[src/rtl/nor_seq_pkg.sv]
package nor_seq_pkg;
  typedef enum logic [1:0] {
    OP_READ  = 2'd0,
    OP_PROG  = 2'd1,
    OP_ERASE = 2'd2,
    OP_RSVD  = 2'd3
  } seqOp_e;

  localparam logic [7:0] CMD_WREN  = 8'h06;
  localparam logic [7:0] CMD_RDSR  = 8'h05;
  localparam logic [7:0] CMD_READ  = 8'h03;
  localparam logic [7:0] CMD_PROG  = 8'h02;
  localparam logic [7:0] CMD_ERASE = 8'hD8;
  localparam int SECTOR_BYTES = 65536;

  // Strobes from control to the shift datapath
  typedef struct packed {
    logic       shift;   // start one byte with txByte
    logic       csOn;    // drop the select of chipMask
    logic       csOff;   // raise all selects
    logic [7:0] txByte;
  } dpCtl_t;
endpackage

[src/rtl/nor_seq_dp.sv]
module nor_seq_dp
  import nor_seq_pkg::*;
#(
  parameter int NUM_CHIPS = 2,
  parameter int CLK_DIV   = 2
) (
  input  logic                 clk,
  input  logic                 rstN,
  input  dpCtl_t               ctl,
  input  logic [NUM_CHIPS-1:0] chipMask,
  input  logic                 spiMiso,
  output logic                 spiSclk,
  output logic                 spiMosi,
  output logic [NUM_CHIPS-1:0] spiCsN,
  output logic                 byteDone,
  output logic [7:0]           rxByte
);
  localparam int DIV_W  = $clog2(CLK_DIV + 1);
  localparam int GAP    = 2 * CLK_DIV;
  localparam int GAP_W  = $clog2(GAP + 1);

  logic                 shBusy, sclkR, doneR;
  logic [DIV_W-1:0]     divCnt;
  logic [2:0]           bitCnt;
  logic [7:0]           txSh, rxSh;
  logic [NUM_CHIPS-1:0] csNR;
  logic [GAP_W-1:0]     csHighCnt;

  always_ff @(posedge clk) begin
    if (!rstN) begin
      shBusy <= 1'b0; sclkR <= 1'b0; doneR <= 1'b0;
      divCnt <= '0; bitCnt <= '0; txSh <= '0; rxSh <= '0;
      csNR <= '1;
    end else begin
      doneR <= 1'b0;
      if (ctl.csOn)       csNR <= ~chipMask;
      else if (ctl.csOff) csNR <= '1;
      if (ctl.shift) begin
        shBusy <= 1'b1; txSh <= ctl.txByte;
        divCnt <= '0; bitCnt <= '0; sclkR <= 1'b0;
      end else if (shBusy) begin
        if (divCnt == DIV_W'(CLK_DIV - 1)) begin
          divCnt <= '0;
          if (!sclkR) begin
            sclkR <= 1'b1;
            rxSh  <= {rxSh[6:0], spiMiso};   // sample on rising edge
          end else begin
            sclkR <= 1'b0;
            if (bitCnt == 3'd7) begin
              shBusy <= 1'b0; doneR <= 1'b1;
            end else begin
              bitCnt <= bitCnt + 3'd1;
              txSh   <= {txSh[6:0], 1'b0};   // next bit on falling edge
            end
          end
        end else begin
          divCnt <= divCnt + DIV_W'(1);
        end
      end
    end
  end

  // Cycles spent with every select high (saturating)
  always_ff @(posedge clk) begin
    if (!rstN)                csHighCnt <= GAP_W'(GAP);
    else if (!(&csNR))        csHighCnt <= '0;
    else if (csHighCnt < GAP_W'(GAP)) csHighCnt <= csHighCnt + GAP_W'(1);
  end

  assign spiSclk  = sclkR;
  assign spiMosi  = txSh[7];
  assign spiCsN   = csNR;
  assign byteDone = doneR;
  assign rxByte   = rxSh;

  // never two devices selected
  a_r8_one_select: assert property (@(posedge clk) disable iff (!rstN)
    $onehot0(~csNR));
  // clock parked low when nothing is selected
  a_r7_sclk_idle_low: assert property (@(posedge clk) disable iff (!rstN)
    (&csNR) |-> !sclkR);
  // data line only moves together with or after a falling edge
  a_r7_mosi_hold_high: assert property (@(posedge clk) disable iff (!rstN)
    (sclkR && !ctl.shift) |=> ($stable(spiMosi) || !sclkR));
  // select high for the full gap (this cycle completes it)
  a_r8_cs_gap: assert property (@(posedge clk) disable iff (!rstN)
    ctl.csOn |-> (csHighCnt >= GAP_W'(GAP - 1)));
endmodule

[src/rtl/nor_seq_ctrl.sv]
module nor_seq_ctrl
  import nor_seq_pkg::*;
#(
  parameter int NUM_CHIPS  = 2,
  parameter int CLK_DIV    = 2,
  parameter int LEN_W      = 16,
  parameter int CHIP_BYTES = 1 << 20
) (
  input  logic                 clk,
  input  logic                 rstN,
  input  logic                 reqValid,
  output logic                 reqReady,
  input  logic [1:0]           reqOp,
  input  logic [23:0]          reqAddr,
  input  logic [NUM_CHIPS-1:0] reqChip,
  input  logic [LEN_W-1:0]     reqLen,
  input  logic [7:0]           wrData,
  input  logic                 wrValid,
  output logic                 wrReady,
  output logic                 rdValid,
  input  logic                 rdReady,
  output logic                 doneP,
  output logic                 doneOk,
  output dpCtl_t               ctl,
  output logic [NUM_CHIPS-1:0] chipMask,
  input  logic                 byteDone,
  input  logic [7:0]           rxByte
);
  localparam int GAP_CYC = 2 * CLK_DIV;
  localparam int WAIT_W  = $clog2(GAP_CYC + 1);
  localparam logic [24:0] CAP = 25'(CHIP_BYTES);

  typedef enum logic [3:0] {
    S_IDLE, S_CHECK, S_POLLCMD, S_POLLRD, S_WREN, S_ADDR,
    S_RDATA, S_RHOLD, S_WDATA, S_WSHIFT, S_GAP, S_DONE
  } state_e;
  typedef enum logic [1:0] {G_CMD, G_MAIN, G_DONE} gapNext_e;

  state_e               state, stateN;
  gapNext_e             gapNext, gapN;
  seqOp_e               opR;
  logic [23:0]          addrR;
  logic [NUM_CHIPS-1:0] chipR, busyFlags, busyN;
  logic [LEN_W-1:0]     remR, remN;
  logic [1:0]           idxR, idxN;
  logic [WAIT_W-1:0]    waitCnt, waitN;
  logic                 okR, okN;

  logic [24:0] span, endAddr;
  logic        reqBad;
  logic [7:0]  firstOp;
  state_e      firstState;

  always_comb begin
    span    = (opR == OP_ERASE) ? 25'(SECTOR_BYTES) : 25'(remR);
    endAddr = {1'b0, addrR} + span;
    reqBad  = ({1'b0, addrR} >= CAP) || (endAddr > CAP) ||
              !$onehot(chipR) || (opR == OP_RSVD);
    firstOp    = (opR == OP_READ) ? CMD_READ : CMD_WREN;
    firstState = (opR == OP_READ) ? S_ADDR : S_WREN;
  end

  always_comb begin
    ctl = '0;
    stateN = state; gapN = gapNext; idxN = idxR; remN = remR;
    waitN = waitCnt; busyN = busyFlags; okN = okR;
    unique case (state)
      S_IDLE: if (reqValid) begin stateN = S_CHECK; remN = reqLen; end
      S_CHECK:
        if (reqBad) begin okN = 1'b0; stateN = S_DONE; end
        else if (|(busyFlags & chipR)) begin
          ctl.csOn = 1'b1; ctl.shift = 1'b1; ctl.txByte = CMD_RDSR;
          stateN = S_POLLCMD;
        end else begin
          ctl.csOn = 1'b1; ctl.shift = 1'b1; ctl.txByte = firstOp;
          stateN = firstState; idxN = '0;
        end
      S_POLLCMD: if (byteDone) begin ctl.shift = 1'b1; stateN = S_POLLRD; end
      S_POLLRD:
        if (byteDone) begin
          if (rxByte[0]) ctl.shift = 1'b1;
          else begin
            ctl.csOff = 1'b1; busyN = busyFlags & ~chipR;
            waitN = '0; gapN = G_CMD; stateN = S_GAP;
          end
        end
      S_WREN:
        if (byteDone) begin
          ctl.csOff = 1'b1; busyN = busyFlags | chipR;
          waitN = '0; gapN = G_MAIN; stateN = S_GAP;
        end
      S_GAP:
        if (waitCnt == WAIT_W'(GAP_CYC - 1)) begin
          unique case (gapNext)
            G_CMD: begin
              ctl.csOn = 1'b1; ctl.shift = 1'b1; ctl.txByte = firstOp;
              stateN = firstState; idxN = '0;
            end
            G_MAIN: begin
              ctl.csOn = 1'b1; ctl.shift = 1'b1;
              ctl.txByte = (opR == OP_ERASE) ? CMD_ERASE : CMD_PROG;
              stateN = S_ADDR; idxN = '0;
            end
            default: begin okN = 1'b1; stateN = S_DONE; end
          endcase
        end else waitN = waitCnt + WAIT_W'(1);
      S_ADDR:
        if (byteDone) begin
          if (idxR != 2'd3) begin
            ctl.shift = 1'b1; idxN = idxR + 2'd1;
            unique case (idxR)
              2'd0:    ctl.txByte = addrR[23:16];
              2'd1:    ctl.txByte = addrR[15:8];
              default: ctl.txByte = addrR[7:0];
            endcase
          end else if (opR == OP_ERASE || remR == '0) begin
            ctl.csOff = 1'b1; waitN = '0; gapN = G_DONE; stateN = S_GAP;
          end else if (opR == OP_READ) begin
            ctl.shift = 1'b1; stateN = S_RDATA;
          end else stateN = S_WDATA;
        end
      S_RDATA: if (byteDone) stateN = S_RHOLD;
      S_RHOLD:
        if (rdReady) begin
          remN = remR - LEN_W'(1);
          if (remR == LEN_W'(1)) begin
            ctl.csOff = 1'b1; waitN = '0; gapN = G_DONE; stateN = S_GAP;
          end else begin ctl.shift = 1'b1; stateN = S_RDATA; end
        end
      S_WDATA:
        if (wrValid) begin
          ctl.shift = 1'b1; ctl.txByte = wrData; stateN = S_WSHIFT;
        end
      S_WSHIFT:
        if (byteDone) begin
          remN = remR - LEN_W'(1);
          if (remR == LEN_W'(1)) begin
            ctl.csOff = 1'b1; waitN = '0; gapN = G_DONE; stateN = S_GAP;
          end else stateN = S_WDATA;
        end
      default: stateN = S_IDLE;  // S_DONE
    endcase
  end

  always_ff @(posedge clk) begin
    if (!rstN) begin
      state <= S_IDLE; gapNext <= G_DONE; opR <= OP_READ; addrR <= '0;
      chipR <= '0; busyFlags <= '0; remR <= '0; idxR <= '0;
      waitCnt <= '0; okR <= 1'b0;
    end else begin
      state <= stateN; gapNext <= gapN; busyFlags <= busyN; remR <= remN;
      idxR <= idxN; waitCnt <= waitN; okR <= okN;
      if (state == S_IDLE && reqValid) begin
        opR <= seqOp_e'(reqOp); addrR <= reqAddr; chipR <= reqChip;
      end
    end
  end

  assign reqReady = (state == S_IDLE);
  assign wrReady  = (state == S_WDATA);
  assign rdValid  = (state == S_RHOLD);
  assign doneP    = (state == S_DONE);
  assign doneOk   = okR;
  assign chipMask = chipR;

  // done is a single-cycle pulse
  a_r9_done_single: assert property (@(posedge clk) disable iff (!rstN)
    doneP |=> !doneP);
  // no second request taken while one is in flight
  a_r9_accept_blocks: assert property (@(posedge clk) disable iff (!rstN)
    (reqValid && reqReady) |=> !reqReady);
  // a refused request finishes with failure and no frame
  a_r6_reject_quiet: assert property (@(posedge clk) disable iff (!rstN)
    (state == S_CHECK && reqBad) |=> (doneP && !doneOk && !ctl.csOn));
  // a status frame only opens on a device marked busy
  a_r4_poll_only_busy: assert property (@(posedge clk) disable iff (!rstN)
    (ctl.csOn && ctl.txByte == CMD_RDSR) |-> |(busyFlags & chipR));
  // write enable leaves the device marked busy
  a_r4_wren_marks_busy: assert property (@(posedge clk) disable iff (!rstN)
    (state == S_WREN && byteDone) |=> |(busyFlags & chipR));
endmodule

[src/rtl/nor_cmd_seq.sv]
module nor_cmd_seq
  import nor_seq_pkg::*;
#(
  parameter int NUM_CHIPS  = 2,
  parameter int CLK_DIV    = 2,
  parameter int LEN_W      = 16,
  parameter int CHIP_BYTES = 1 << 20
) (
  input  logic                 clk,
  input  logic                 rstN,
  input  logic                 reqValid,
  output logic                 reqReady,
  input  logic [1:0]           reqOp,
  input  logic [23:0]          reqAddr,
  input  logic [NUM_CHIPS-1:0] reqChip,
  input  logic [LEN_W-1:0]     reqLen,
  input  logic [7:0]           wrData,
  input  logic                 wrValid,
  output logic                 wrReady,
  output logic [7:0]           rdData,
  output logic                 rdValid,
  input  logic                 rdReady,
  output logic                 doneP,
  output logic                 doneOk,
  output logic                 spiSclk,
  output logic                 spiMosi,
  input  logic                 spiMiso,
  output logic [NUM_CHIPS-1:0] spiCsN
);
  dpCtl_t               ctl;
  logic [NUM_CHIPS-1:0] chipMask;
  logic                 byteDone;
  logic [7:0]           rxByte;

  nor_seq_ctrl #(.NUM_CHIPS(NUM_CHIPS), .CLK_DIV(CLK_DIV), .LEN_W(LEN_W),
                 .CHIP_BYTES(CHIP_BYTES)) u_ctrl (
    .clk(clk), .rstN(rstN), .reqValid(reqValid), .reqReady(reqReady),
    .reqOp(reqOp), .reqAddr(reqAddr), .reqChip(reqChip), .reqLen(reqLen),
    .wrData(wrData), .wrValid(wrValid), .wrReady(wrReady),
    .rdValid(rdValid), .rdReady(rdReady), .doneP(doneP), .doneOk(doneOk),
    .ctl(ctl), .chipMask(chipMask), .byteDone(byteDone), .rxByte(rxByte)
  );

  nor_seq_dp #(.NUM_CHIPS(NUM_CHIPS), .CLK_DIV(CLK_DIV)) u_dp (
    .clk(clk), .rstN(rstN), .ctl(ctl), .chipMask(chipMask),
    .spiMiso(spiMiso), .spiSclk(spiSclk), .spiMosi(spiMosi),
    .spiCsN(spiCsN), .byteDone(byteDone), .rxByte(rxByte)
  );

  assign rdData = rxByte;
endmodule

[config.mk]
export PLATFORM = sky130hd
export DESIGN_NAME = nor_cmd_seq
export DESIGN_NICKNAME = d
export VERILOG_FILES = /design/src/rtl/nor_seq_pkg.sv /design/src/rtl/nor_seq_dp.sv /design/src/rtl/nor_seq_ctrl.sv /design/src/rtl/nor_cmd_seq.sv
export SDC_FILE = /design/constraint.sdc
export NUM_CORES = 1
export LEC_CHECK = 0
export BUFFER_PORTS_ARGS = -buffer_cell sky130_fd_sc_hd__buf_2
export CAP_MARGIN = 10
export CORE_MARGIN = 3
export CORE_UTILIZATION = 50
export CTS_CLUSTER_SIZE = 10
export DETAILED_ROUTE_END_ITERATION = 16
export PLACE_DENSITY = 0.71
export RECOVER_POWER = 100
export SYNTH_ARGS = -nofsm -noshare
export SYNTH_HDL_FRONTEND = slang
export SYNTH_SLANG_ARGS = --single-unit
[constraint.sdc]
create_clock -name clk -period 4.8 [get_ports clk]
set_input_delay 0.96 -clock clk [delete_from_list [all_inputs] [get_ports clk]]
set_output_delay 0.96 -clock clk [all_outputs]
set_load 0.01 [all_outputs]
==> results of run 1 <==
[cell usage after synthesis, drive strengths merged, types with 5 or more instances]
library cell	n	area, sq um
a211oi	14	105
a21oi	95	475
a221oi	10	87.6
a22oi	14	105
a31oi	10	62.6
and2	18	113
and3	8	50.1
clkbuf	49	184
dfxtp	84	1680
ha	26	325
inv	22	82.6
mux2i	14	140
nand2	129	484
nand2b	10	65.1
nand3	22	110
nand4	6	37.5
nor2	58	218
nor2b	5	31.3
nor3	26	141
nor4	16	115
o211ai	8	60.1
o21ai	47	235
o221ai	8	70.1
or2	6	37.5
xnor2	7	61.3
xor2	6	52.6
[through the flow]
| stage | util | cells | hold slack [ns] |
|---|---|---|---|
| floorplan | - | 792 | 0.427 |
| global placement | 0.559 | 963 | 0.443 |
| detailed placement | 0.559 | 963 | 0.449 |
| CTS | 0.588 | 979 | 0.461 |
| global route | 0.585 | 979 | 0.493 |
| finish | 0.585 | 979 | 0.467 |
[worst max-delay path, cell delays in order (launching register included)]
cell	delay, ns
dfxtp_1	0.37
nand2b_1	0.18
buf_4	0.17
and2_0	0.17
ha_1	0.35
a21o_1	0.24
a31oi_1	0.38
a21oi_1	0.29
o311a_1	0.35
a2111oi_1	0.67
and4_1	0.35
a31oi_2	0.26
o21ai_1	0.47
nor4_1	0.12
[what timing repair did]
| item | in CTS | in global routing |
|---|---|---|
| gates resized for setup | 0 | 1 |
| setup endpoints to repair | 0 | 7 |
| hold buffers | 0 | 0 |
[power breakdown]
part	total (uW)	internal (uW)	switching (uW)
Clock	756	417	339
Combinational	1400	528	877
Sequential	991	821	170
[routing by layer]
layer	global-route usage	up-vias
li1	-	2987
met1	0.404	2853
met2	0.441	283
met3	0.0621	31
met4	0.0986	0
met5	0	-
[final timing paths]
path | cells after the start | start | endpoint | slack [ns]
hold reg to reg | 2 | u_dp.divCnt[1] | u_dp.divCnt[1] | 0.47
setup / recovery | 13 | u_ctrl.opR[0] | u_dp.byteDone | 0.25
hold / removal | 2 | u_dp.divCnt[1] | u_dp.divCnt[1] | 0.47
setup reg to reg | 13 | u_ctrl.opR[0] | u_dp.byteDone | 0.25
[registers in the layout, summed over array words and instances, names as in the netlist, named ones only]
signal,cells
u_dp.spiSclk,1
u_dp.byteDone,1
u_ctrl.opR,2
u_ctrl.doneOk,1
u_ctrl.idxR,2
u_dp.divCnt,2
u_ctrl.chipMask,2
u_dp.bitCnt,3
u_ctrl.remR,16
u_dp.shBusy,1
u_dp.spiCsN,2
u_ctrl.state,4
u_ctrl.addrR,24
u_dp.txSh,8
u_dp.rxByte,8
u_ctrl.waitCnt,3
u_ctrl.gapNext,2
[cell families after synthesis]
group / count (synthesis) / share of synthesized area
flip-flops: 84 / 0.291
buffers and inverters: 74 / 0.0483
AO/OA/AOI/OAI: 259 / 0.290
AND/OR/NAND/NOR: 320 / 0.265
XOR/XNOR: 13 / 0.0197
adder cells (fa/ha/maj): 27 / 0.0597
multiplexers: 15 / 0.0262
[layout make-up]
cell class | instances | share of cell area
Clock buffer | 9 | 0.0347
Clock inverter | 7 | 0.0141
Inverter | 22 | 0.0127
Multi-Input combinational cell | 634 | 0.589
Sequential cell | 84 | 0.259
Tap cell | 140 | 0.0270
Timing Repair Buffer | 83 | 0.0631
==> impl_results.md, run 1 <==
- Status: finished with violations
- Violated checks: max-capacitance violations, max-slew violations
- Leak Pwr: 0.00244 uW
- Crit Path Max Fanout: 11
- GRT overflow: 0
- Initial antenna violation count: 0
- Detailed placer's ending HPWL: 13.8 mm
- Final worst slack: 0.251 ns
- Register Area: 1680 sq um
- Setup repair bufs after CTS: 0
- Clock Tree Root: clkbuf_16
- Syn Inst Count: 792
- Distinct cells, synth: 69
- ANT nets after route: 0
- CP Class: reg2reg
- CTS H-tree lvls: 3
- Highest-count cells in the layout ignoring fill and taps: nand2_1, a21oi_1, dfxtp_1
- Vias in the first global route: 5833
- CTS buffer count: 9
- Met1 WL: 8.22 mm
- Ant diodes: 0
- Nets: 919
- Clock sink count: 84
- Worst hold path class: reg2reg
- CP arrival: 4.74 ns
- # rows: 38
- Met2 Wirelength: 8.25 mm
- Power Dens Cells: 486 nW/um^2
- Slew HR: -0.151
- Total power: 3150 uW
- Core box area: 11100 sq um
- Total die area: 12900 sq um
- Max clock buf depth: 2
- Slew Limit Fails: 8
- Multi-input gate area: 3820 sq um
- Top_reg_cell synth: dfxtp_1
- Dpl cell area: 6200 sq um
- Period utilisation layout: 0.948
- Clock-pin slew on the worst setup and hold paths: 0.07 ns
- Setup violations, final: 0
- WL met3: 1.61 mm
- Worst setup SP type: register
- Sequential area share after synthesis: 0.291
- Syn Nets: 877
- Worst-Margin Slew: 1.68 ns
- Io pins: 75
- Number of max-cap violations: 1
- Largest net degree at the start of global routing: 65
- Mapped Area: 5780 sq um
- Yosys warns: 0
- Layout cell share with drive strength beyond 1: 0.117
- Synthesized area per cell: 7.30 sq um
- Fillers: 1089
- Initial DRC Count: 569
- Post-place setup slack: 0.322 ns
- Worst Skew: 0.0103 ns
- Crit end category: register
- Later-pin clock latency in the skew report: 0.36 ns
- Vias per inst: 6.29
- Design area: 6480 sq um
- DR top layer: met4
- Setup TNS: 0 ns
- Most common cell after layout, fill and taps aside: nand2_1
- RSZ-0062 raised after global routing: no
- Residual DRC: 0
- Die Wd: 114 um
- Total number of vias: 6154
- Highest clock rate: 220 MHz
- Global-route wire length before repair: 29.9 mm
- RD Place Congestion: 0.959
- CTS tree: yes
- Final WL: 18.5 mm
- Total GRT Usage: 0.289
- Die span in y: 114 um
- DR pass1 iterations: 5
- Tmin final: 4.55 ns
- Ys async rst share: 0
- Routed WL per cell: 18.9 um
- Post-synth EDFFs: 0
- WP data required: 4.99 ns
- Port buffer count: 74
- Flops & latches, synth: 84
- Effective utilization at floorplan: 0.522
- Area grow syn2layout: 12.2%
- Worst vdd ir: 0.000320 V
- Hold Vio Cnt, Final: 0
No activity file was read; power rests on OpenSTA's default activity.
==> inputs of run 2 (changes only) <==
--- a/config.mk
+++ b/config.mk
@@ -5,13 +5,14 @@
 export SDC_FILE = /design/constraint.sdc
 export NUM_CORES = 1
 export LEC_CHECK = 0
+export ABC_AREA = 1
 export BUFFER_PORTS_ARGS = -buffer_cell sky130_fd_sc_hd__buf_2
 export CAP_MARGIN = 10
 export CORE_MARGIN = 3
 export CORE_UTILIZATION = 50
 export CTS_CLUSTER_SIZE = 10
 export DETAILED_ROUTE_END_ITERATION = 16
-export PLACE_DENSITY = 0.71
+export PLACE_DENSITY = 0.7
 export RECOVER_POWER = 100
 export SYNTH_ARGS = -nofsm -noshare
 export SYNTH_HDL_FRONTEND = slang
==> run 2 against run 1 <==
Net effect:
- global-route usage is 2.7 points lower
- clock power down 0.7%
- critical endpoint is now u_dp.rxByte[4]
- the flow still finishes with violations (max-capacitance violations, max-slew violations)
- critical path type unchanged
- routed wire length is 9.0% lower
==> impl_results.md, run 2 <==
- Clock Tree Root: clkbuf_16
- Syn Nets: 1042
- Distinct cells, synth: 45
- Flops & latches, synth: 84
- Number of max-cap violations: 1
- Layout cell share with drive strength beyond 1: 0.0949
- Area grow syn2layout: 11.9%
- CTS tree: yes
- ANT nets after route: 0
- Violated checks: max-capacitance violations, max-slew violations
- Status: finished with violations
- Mapped Area: 5880 sq um
- Setup TNS: 0 ns
- Vias in the first global route: 5553
- FF-to-FF End: u_dp.rxByte[4]
- Worst vdd ir: 0.000318 V
- Power share of the combinational group: 0.477
- Worst hold margin: 0.459 ns
- Worst setup SP type: register
- Synthesized area per cell: 6.14 sq um
- Port buffer count: 74
- WHS Path Cells: 2
- WHS Endpoint: u_ctrl.doneOk
- Setup repair bufs after CTS: 0
- Top_reg_cell synth: dfxtp_1
- CTS H-tree lvls: 3
- Clock-pin slew on the worst setup and hold paths: 0.06 ns
- Yosys top cell by area: dfxtp_1
- Highest-count cells in the layout ignoring fill and taps: nand2_1, inv_1, nor2_1
- Yosys warns: 0
- Largest net degree at the start of global routing: 46
- Syn Inst Count: 957
- CTS Hold Bufs: 0
- Sequential area share after synthesis: 0.286
- Clock sink count: 84
- Io pins: 75
- Crit Path Max Fanout: 29
- CTS buffer count: 9
- Die span in y: 114 um
- Total die area: 13100 sq um
- Max clock buf depth: 2
- WP data required: 5.07 ns
- Switching power: 1540 uW
- DR pass1 iterations: 5
- Main area contributors after synthesis: dfxtp_1, nand2_1, inv_1, nor2_1, a21oi_1
- Period utilisation layout: 0.800
- Detailed placer's ending HPWL: 12.8 mm
- Most common cell after layout, fill and taps aside: nand2_1
- Seq pwr share: 0.303
- Post-synth EDFFs: 0
- Max reg flops: 24
- Nets: 1104
- Switching Fraction: 0.450
- Leak Pwr: 0.00322 uW
- Crit end category: register
- Biggest regs: u_ctrl.addrR: 24 flops, u_ctrl.remR: 16 flops
- R2R depth: 20
- Post-cts resize count: 0
- Ant diodes: 0
- Worst hold path class: reg2reg
- Worst Hold Launch: u_ctrl.doneOk
- Later-pin clock latency in the skew report: 0.35 ns
- Clock power share: 0.220
- Final core occ: 0.589
- Residual DRC: 0
- Worst R2R Setup Slack: 0.96 ns
- Tmin final: 3.84 ns
- RSZ-0062 raised after global routing: no
- # rows: 38
- Slew HR: -0.0515
- Highest clock rate: 261 MHz
- Slew Limit Fails: 46
- Initial DRC Count: 634
- Die Wd: 114 um
- Reg2reg start: u_ctrl.opR[1]
- Initial antenna violation count: 0
- Effective utilization at floorplan: 0.526
- Core box area: 11200 sq um
- Setup violations, final: 0
- Routed WL per cell: 14.5 um
- GRT overflow: 0
- Register with the most flip-flops: u_ctrl.addrR
- Worst-Margin Slew: 1.58 ns
- Global-route wire length before repair: 27.3 mm
- Synth top area share: 0.286
- P_int: 1880 uW
- CP arrival: 4.11 ns
- Total number of vias: 6253
- RD Place Congestion: 0.997
- Total GRT Usage: 0.262
- Synth cell count leaders: nand2_1, inv_1, nor2_1
- CP Class: reg2reg
- Power Dens Cells: 519 nW/um^2
- Hold Vio Cnt, Final: 0
- Ys async rst share: 0
- Final WL: 16.8 mm
- Count leader, synth: nand2_1
- Worst Skew: 0.00535 ns
- Vias per inst: 5.38
==> run 2: cell count changes after synthesis, sizes merged, moves of 19 or more <==
cell / change
inv: +126
nand2: +122
nor2: +67
nand3: +40
clkbuf: -28
nand4: +19
==> run 2: per-stage QoR <==
stage / total power (uW) / std cells / setup WS, ns / instance area (sq um)
after floorplan: 2240 / 957 / 1.50 / 5880
after global placement: 2650 / 1148 / 1.26 / 6320
after detailed placement: 2650 / 1148 / 1.18 / 6320
after CTS: 3420 / 1162 / 1.16 / 6640
after global routing: 3720 / 1162 / 0.496 / 6580
final: 3420 / 1162 / 0.962 / 6580
==> run 2: kinds of logic after synthesis <==
logic type / after synthesis / share of synthesized area
buffers and inverters: 177 / 0.119
AND/OR/NAND/NOR: 485 / 0.358
adder cells (fa/ha/maj): 27 / 0.0587
XOR/XNOR: 6 / 0.00894
flip-flops: 84 / 0.286
AO/OA/AOI/OAI: 178 / 0.169
==> run 2: worst max path at each step <==
| stage | from | endpoint | slack [ns] | depth (start not counted) |
|---|---|---|---|---|
| floorplan | u_ctrl.opR[1] | u_dp.rxByte[2] | 1.50 | 22 |
| global placement | u_ctrl.opR[1] | u_dp.txSh[2] | 1.26 | 23 |
| detailed placement | u_ctrl.opR[1] | u_dp.txSh[2] | 1.18 | 20 |
| CTS | u_ctrl.opR[1] | u_dp.txSh[2] | 1.16 | 20 |
| global route | u_ctrl.opR[1] | u_dp.rxByte[4] | 0.50 | 20 |
| finish | u_ctrl.opR[1] | u_dp.rxByte[4] | 0.96 | 20 |
==> run 2: power by group through the flow <==
stage               combinational [uW]  sequential [uW]  clock [uW]
floorplan                         1250              989           0
global placement                  1610             1040           0
detailed placement                1610             1040           0
CTS                               1630             1030         761
global route                      1870             1060         791
finish                            1630             1040         751
==> run 2: final cells by class <==
class / instances / area (sq um)
multi-input cells: 696 / 3470
clock inverters: 4 / 73.8
fillers: 1134 / 4590
inverters: 149 / 559
repair buffers: 79 / 380
flip-flops and latches: 84 / 1680
clock buffers: 10 / 239
well taps: 140 / 175
==> run 2: critical path, cell delays in order, from the launching register on <==
cell and delay, ns:
dfxtp_1 0.34, inv_1 0.06, nor2_1 0.08, buf_4 0.25, nor2_1 0.07, ha_1 0.20
fa_1 0.42, or2_2 0.28, nor2_1 0.11, nand3_1 0.09, nor2_1 0.09, nand2_1 0.06
nor2_1 0.13, nand3_1 0.08, nor2_1 0.09, nand3_1 0.08, nand2_1 0.15, nand3_2 0.44
nand3_1 0.49, nand2_1 0.10, a21oi_1 0.14
==> run 2: routing by layer <==
layer | GRT usage | vias to the layer above | share of wire
li1 | - | 3236 | -
met1 | 0.388 | 2765 | 0.48
met2 | 0.384 | 220 | 0.42
met3 | 0.0444 | 32 | 0.072
met4 | 0.0855 | 0 | 0.023
met5 | 0 | - | 0
